$ cat src/rtl/trig_pkg.sv
package trig_pkg;

    typedef enum logic [2:0] {
        SRC_NONE = 3'd0,
        SRC_NOW  = 3'd1,
        SRC_A_UP = 3'd2,
        SRC_A_DN = 3'd3,
        SRC_B_UP = 3'd4,
        SRC_B_DN = 3'd5,
        SRC_EXT0 = 3'd6,
        SRC_EXT1 = 3'd7
    } src_e;

    typedef enum logic {
        DET_IDLE   = 1'b0,
        DET_PRIMED = 1'b1
    } det_state_e;

    typedef enum logic {
        OUT_QUIET = 1'b0,
        OUT_PULSE = 1'b1
    } out_state_e;

endpackage

$ cat src/rtl/trig_cross_det.sv
module trig_cross_det
    import trig_pkg::*;
#(
    parameter int W       = 14,
    parameter bit FALLING = 1'b0
) (
    input  logic         clk,
    input  logic         rst_n,
    input  logic         smp_vld,
    input  logic [W-1:0] smp,
    input  logic [W-1:0] level,
    input  logic [W-1:0] hyst,
    output logic         fire_o
);
    localparam int EW = W + 2;

    det_state_e state_q, state_d;
    logic signed [EW-1:0] smp_x, lvl_x, hyst_x, bound;
    logic prime_cond, hit_cond;

    assign smp_x  = {{2{smp[W-1]}}, smp};
    assign lvl_x  = {{2{level[W-1]}}, level};
    assign hyst_x = {2'b00, hyst};

    generate
        if (FALLING) begin : g_fall
            assign bound      = lvl_x + hyst_x;
            assign prime_cond = smp_x > bound;
            assign hit_cond   = smp_x <= lvl_x;
        end else begin : g_rise
            assign bound      = lvl_x - hyst_x;
            assign prime_cond = smp_x < bound;
            assign hit_cond   = smp_x >= lvl_x;
        end
    endgenerate

    always_comb begin
        state_d = state_q;
        unique case (state_q)
            DET_IDLE:   if (smp_vld && prime_cond) state_d = DET_PRIMED;
            DET_PRIMED: if (smp_vld && hit_cond)   state_d = DET_IDLE;
            default:    state_d = DET_IDLE;
        endcase
    end

    always_ff @(posedge clk or negedge rst_n) begin
        if (!rst_n) state_q <= DET_IDLE;
        else        state_q <= state_d;
    end

    always_ff @(posedge clk or negedge rst_n) begin
        if (!rst_n) fire_o <= 1'b0;
        else        fire_o <= (state_q == DET_PRIMED) && smp_vld && hit_cond;
    end

endmodule

$ cat src/rtl/trig_ext_edge.sv
module trig_ext_edge #(
    parameter int SYNC = 2
) (
    input  logic clk,
    input  logic rst_n,
    input  logic async_i,
    output logic rise_o
);
    logic [SYNC:0] pipe_q;

    always_ff @(posedge clk or negedge rst_n) begin
        if (!rst_n) pipe_q <= '0;
        else        pipe_q <= {pipe_q[SYNC-1:0], async_i};
    end

    assign rise_o = pipe_q[SYNC-1] & ~pipe_q[SYNC];

endmodule

$ cat src/rtl/trig_hyst_detect.sv
module trig_hyst_detect
    import trig_pkg::*;
#(
    parameter int W    = 14,
    parameter int SYNC = 2
) (
    input  logic         clk,
    input  logic         rst_n,
    input  logic [2:0]   src_sel,
    input  logic         smp_vld,
    input  logic [W-1:0] a_smp,
    input  logic [W-1:0] b_smp,
    input  logic [W-1:0] a_level,
    input  logic [W-1:0] a_hyst,
    input  logic [W-1:0] b_level,
    input  logic [W-1:0] b_hyst,
    input  logic [1:0]   ext_trig,
    output logic         trig_o
);
    localparam int N_CH  = 2;
    localparam int N_DIR = 2;
    localparam int N_DET = N_CH * N_DIR;
    localparam int N_EXT = 2;

    logic [W-1:0] ch_smp  [N_CH];
    logic [W-1:0] ch_lvl  [N_CH];
    logic [W-1:0] ch_hyst [N_CH];
    logic [N_DET-1:0] cross_fire;
    logic [N_EXT-1:0] ext_rise;

    assign ch_smp[0]  = a_smp;
    assign ch_smp[1]  = b_smp;
    assign ch_lvl[0]  = a_level;
    assign ch_lvl[1]  = b_level;
    assign ch_hyst[0] = a_hyst;
    assign ch_hyst[1] = b_hyst;

    // detector index = channel*2 + direction (0 rising, 1 falling),
    // matching source codes 2..5 minus two
    generate
        for (genvar c = 0; c < N_CH; c++) begin : g_ch
            for (genvar d = 0; d < N_DIR; d++) begin : g_dir
                trig_cross_det #(.W(W), .FALLING(d == 1)) u_det (
                    .clk     (clk),
                    .rst_n   (rst_n),
                    .smp_vld (smp_vld),
                    .smp     (ch_smp[c]),
                    .level   (ch_lvl[c]),
                    .hyst    (ch_hyst[c]),
                    .fire_o  (cross_fire[c*N_DIR+d])
                );
            end
        end
        for (genvar e = 0; e < N_EXT; e++) begin : g_ext
            trig_ext_edge #(.SYNC(SYNC)) u_edge (
                .clk     (clk),
                .rst_n   (rst_n),
                .async_i (ext_trig[e]),
                .rise_o  (ext_rise[e])
            );
        end
    endgenerate

    // immediate source: request on entry to code 1
    logic now_prev_q;
    always_ff @(posedge clk or negedge rst_n) begin
        if (!rst_n) now_prev_q <= 1'b0;
        else        now_prev_q <= (src_sel == SRC_NOW);
    end

    logic sel_req;
    always_comb begin
        unique case (src_e'(src_sel))
            SRC_NONE: sel_req = 1'b0;
            SRC_NOW:  sel_req = ~now_prev_q;
            SRC_A_UP: sel_req = cross_fire[0];
            SRC_A_DN: sel_req = cross_fire[1];
            SRC_B_UP: sel_req = cross_fire[2];
            SRC_B_DN: sel_req = cross_fire[3];
            SRC_EXT0: sel_req = ext_rise[0];
            SRC_EXT1: sel_req = ext_rise[1];
            default:  sel_req = 1'b0;
        endcase
    end

    out_state_e out_q, out_d;
    always_comb begin
        out_d = out_q;
        unique case (out_q)
            OUT_QUIET: if (sel_req) out_d = OUT_PULSE;
            OUT_PULSE: out_d = OUT_QUIET;
            default:   out_d = OUT_QUIET;
        endcase
    end

    always_ff @(posedge clk or negedge rst_n) begin
        if (!rst_n) out_q <= OUT_QUIET;
        else        out_q <= out_d;
    end

    always_comb trig_o = (out_q == OUT_PULSE);

endmodule

$ cat config.mk
export PLATFORM = sky130hd
export DESIGN_NAME = trig_hyst_detect
export DESIGN_NICKNAME = d
export VERILOG_FILES = /design/src/rtl/trig_pkg.sv /design/src/rtl/trig_cross_det.sv /design/src/rtl/trig_ext_edge.sv /design/src/rtl/trig_hyst_detect.sv
export SDC_FILE = /design/constraint.sdc
export NUM_CORES = 1
export LEC_CHECK = 0
export CORE_ASPECT_RATIO = 2
export CORE_MARGIN = 2
export CORE_UTILIZATION = 56
export DETAILED_ROUTE_END_ITERATION = 8
export GPL_TIMING_DRIVEN = 0
export PLACE_DENSITY = 0.83
export SLEW_MARGIN = 5
export SYNTH_ARGS = -nofsm -noshare
export SYNTH_HDL_FRONTEND = slang
export SYNTH_SLANG_ARGS = --single-unit
$ cat constraint.sdc
create_clock -name clk -period 1.4 [get_ports clk]
set_input_delay 0.28 -clock clk [delete_from_list [all_inputs] [get_ports clk]]
set_output_delay 0.28 -clock clk [all_outputs]
set_load 0.005 [all_outputs]
==> flow_summary.json <==
{
  "die_h_microns": 146,
  "hold_ws_ns": 0.357,
  "worst-endpoint-required_ns": 1.53,
  "vdd_ir_drop_max_mv": 0.499,
  "final-setup-viol-count": 8,
  "layout-drive-gt1-share_pct": 39.2,
  "fill_cells": 426,
  "post_synth_inst_count": 736,
  "layout_worst_path_cycle_share_pct": 265,
  "synth-async-reset-ratio_pct": 100,
  "r2r_cells": 4,
  "tritoncts.num_buffers": 3,
  "dp_hpwl_microns": 15300,
  "die_area_sq_um": 10900,
  "path_cells": "buf_4 > ha_4 > inv_2 > fa_2 > a21oi_2 > buf_4 > buf_4 > buf_4 > buf_4 > buf_4 > buf_4 > buf_4 > buf_4 > buf_4 > buf_4 > o21bai_1 > xnor2_1 > ha_1 > nor3_1 > o41ai_2 > mux2i_1 > a22o_1",
  "finish.net_count": 1167,
  "clk_tree_root_cell": "clkbuf_16",
  "gpl.final_weighted_congestion": 0.999,
  "synth_cell_types": 70,
  "netlist_area_before_placement_sq_um": 5610,
  "final_util_pct": 90.6,
  "postSynthAreaPerCell_sq_um": 7.62,
  "holdBufCountCts": 0,
  "timing.max_cap.violations": 0,
  "startpoint_class_of_the_critical_path": "input pin",
  "cts.sinks": 16,
  "via_count": 7151,
  "largest_net_degree_at_the_start_of_global_routing": 17,
  "number_of_top_level_pins": 93,
  "fin_area_sq_um": 8850,
  "min_delay_path_depth": 0,
  "final_max_slew_viol_count": 0,
  "cpMostUsedCell": "buf_4",
  "via_per_inst": 6.77,
  "setup_repair_after_global_routing_missed_its_margin": "yes",
  "timing.critical_path.to_type": "flip-flop",
  "critical_path.max_fanout": 2,
  "synth.yosys.seq_area_share_pct": 7.13,
  "worst_path_clk_slew_ns": 0.05,
  "setup_total_negative_slack_ns": -9.82,
  "status": "complete, but fails checks",
  "violations": "negative setup slack",
  "clk_latency_worst_skew_pair_ns": 0.25,
  "regToRegStartpoint": "g_ext[1].u_edge.pipe_q[1]$_DFF_PN0_",
  "hold_path.class": "flip-flop to flip-flop",
  "p_leak_nw": 3.96,
  "net_count_of_the_mapped_netlist": 980,
  "groute.usage.overall_pct": 41.8,
  "fp.coreArea_sq_um": 9760,
  "synthMuxAreaShare_pct": 1.11,
  "maximum_count_of_clock_buffers_along_a_single_path": 2,
  "flow.area_growth_from_synthesis_pct": 57.7,
  "timing.critical_path.slowest_stage_cell": "nor3_1",
  "route.antenna.remaining_nets": 0,
  "regToRegEndpoint": "trig_o$_DFF_PN0_",
  "hold_viol": 0,
  "drt-wirelength-per-cell_microns": 24.7,
  "synth_fa_ha_area_share_pct": 34.4,
  "grt_first_pass_wirelength_microns": 34800,
  "cts_htree_levels": 1,
  "timing.reg2reg.setup_slack_ns": 0.08,
  "worst-setup-path-type": "input pin to flip-flop",
  "period_minus_slack_ns": 3.71,
  "synth-simple-area-share_pct": 18.8,
  "hp-start": "g_ext[1].u_edge.pipe_q[0]$_DFF_PN0_",
  "dieWidth_microns": 74.8,
  "synth_xor_xnor_area_share_pct": 7.02,
  "rows": 51,
  "cts_tree": "done",
  "starting_density_pct": 57.5,
  "dominantRegCellSynth": "dfrtp_1",
  "synth_enable_flop_cells": 0,
  "fin_total_pwr_mw": 5.86,
  "remaining_max_slew_budget_at_the_tightest_pin_pct": 47.7,
  "timing.final.ws_setup_ns": -2.31,
  "synth_seq_cells": 16,
  "drt_first_pass_iters": 5,
  "finalWirelength_microns": 26100,
  "worst_margin_pin_slew_ns": 0.779,
  "arrival_time_of_data_at_the_critical_path_endpoint_ns": 3.84,
  "final_worst_clock_skew_ns": 0.00178,
  "grt-ovfl-total": 0,
  "remaining_design_rule_violation_count": 0,
  "min_to": "g_ext[1].u_edge.pipe_q[1]$_DFF_PN0_",
  "port_buffers": 92,
  "number_of_antenna_violations_at_the_first_check_in_global_routing": 2,
  "critical_path.max_stage_delay_ns": 0.61,
  "via_count_of_the_first_global_routing_pass": 7176,
  "area_after_detailed_placement_sq_um": 6940,
  "combinational_family_with_the_most_area_after_synthesis": "adder cells",
  "ys_warn_count": 0,
  "power_density_nw_per_um2": 662,
  "drt_iter0_drc": 456,
  "share_of_the_synthesized_area_in_compound_gates_ao_oa_aoi_oai_pct": 23.0,
  "max_freq_mhz": 270
}
==> synth_stat cells, types with 14 or more instances <==
cell type	count	area [sq um]
nand2_1	36	135
nor2_1	54	203
o211ai_1	14	105
xnor2_1	27	236
a21oi_1	62	310
nand4_1	16	100
xor2_1	18	158
dfrtp_1	16	400
ha_1	148	1850
inv_1	96	360
nor3_1	21	105
o21ai_0	29	145
nand3_1	24	120
==> critical path: cells and delay by family <==
kind,cells,cell delay [ns]
muxes,1,0.15
adders and majority gates,3,0.63
xor gates and xnor gates,1,0.15
and+or+nand+nor,1,0.61
buffers and inverters,12,1.40
AOI/OAI and AO/OA,4,0.61
==> routing by layer <==
layer / routed length [microns] / vias to the layer above / part of all wire (%) / global-route usage, %
met3: 1940 / 258 / 7.5 / 12.3
met5: 0 / - / 0 / 0
met2: 13100 / 498 / 50 / 73.7
li1: - / 3040 / - / -
met4: 3340 / 0 / 13 / 40.4
met1: 7700 / 3355 / 30 / 33.5
==> area by class of cell <==
cell class,count,area (sq um),share of cell area [%]
inverters,98,407,4.59
multi-input cells,603,6050,68.3
well taps,132,165,1.87
flip-flops and latches,16,400,4.52
plain buffers,11,120,1.36
diodes,2,5.00,0.0566
repair buffers,190,1620,18.3
clock buffers,4,88.8,1.00
==> metrics by stage <==
step	instances	setup slack, ns
after detailed placement	960	-2.99
after global placement	960	-2.91
final	1056	-2.31
after global routing	1056	-2.44
after CTS	1033	-1.90
after floorplan	736	-1.67
==> power by group <==
part | internal (mW) | switching (mW)
logic | 2.11 | 2.54
clock network | 0.433 | 0.173
registers | 0.548 | 0.0514
==> cell families after synthesis <==
family	after synthesis
and+or+nand+nor	209
DFF	16
adders and majority gates	152
muxes	5
AOI/OAI and AO/OA	192
xor gates and xnor gates	45
buffers and inverters	117
==> worst max-delay path by stage <==
stage | end | slack, ns | start | depth (start not counted)
after global placement | g_ch[1].g_dir[1].u_det.state_q$_DFF_PN0_ | -2.91 | b_hyst[1] | 15
after floorplan | g_ch[1].g_dir[0].u_det.state_q$_DFF_PN0_ | -1.67 | b_hyst[1] | 14
final | g_ch[1].g_dir[0].u_det.state_q$_DFF_PN0_ | -2.31 | b_hyst[0] | 22
after global routing | g_ch[1].g_dir[0].u_det.state_q$_DFF_PN0_ | -2.44 | b_hyst[3] | 19
after detailed placement | g_ch[1].g_dir[1].u_det.state_q$_DFF_PN0_ | -2.99 | b_hyst[1] | 15
after CTS | g_ch[1].g_dir[0].u_det.state_q$_DFF_PN0_ | -1.90 | b_level[0] | 17
==> timing repair <==
item / 4_1_cts / 5_1_grt
setup buffers: 76 / 23
endpoints found under the setup margin: 9 / 9
gates resized for setup: 393 / 79
pin swaps: 117 / 75
endpoints found under the hold margin: 0 / 0
==> flip-flops by register name, indices dropped and copies added, names as in the netlist <==
register,count
g_ch.g_dir.u_det.fire_o,4
g_ch.g_dir.u_det.state_q,4
g_ext.u_edge.pipe_q,6
now_prev_q,1
trig_o,1
==> placed cells by master (no fill, tap or decap), types with 8 or more instances in the layout <==
cell	n
a21oi_2	16
o21ai_0	20
ha_4	41
nand4_1	16
clkdlybuf4s50_1	14
ha_1	102
dfrtp_1	16
buf_4	88
a21oi_1	40
dlygate4sd2_1	19
nor2_1	51
nor2b_1	10
inv_1	60
o211ai_1	14
clkdlybuf4s15_1	8
buf_6	25
clkdlybuf4s15_2	15
inv_2	29
xor2_1	16
buf_2	19
nand2b_1	10
nor3_1	14
nand3_1	19
a21o_1	12
xnor2_1	24
nand2_1	34
No activity file was read; power rests on OpenSTA's default activity.
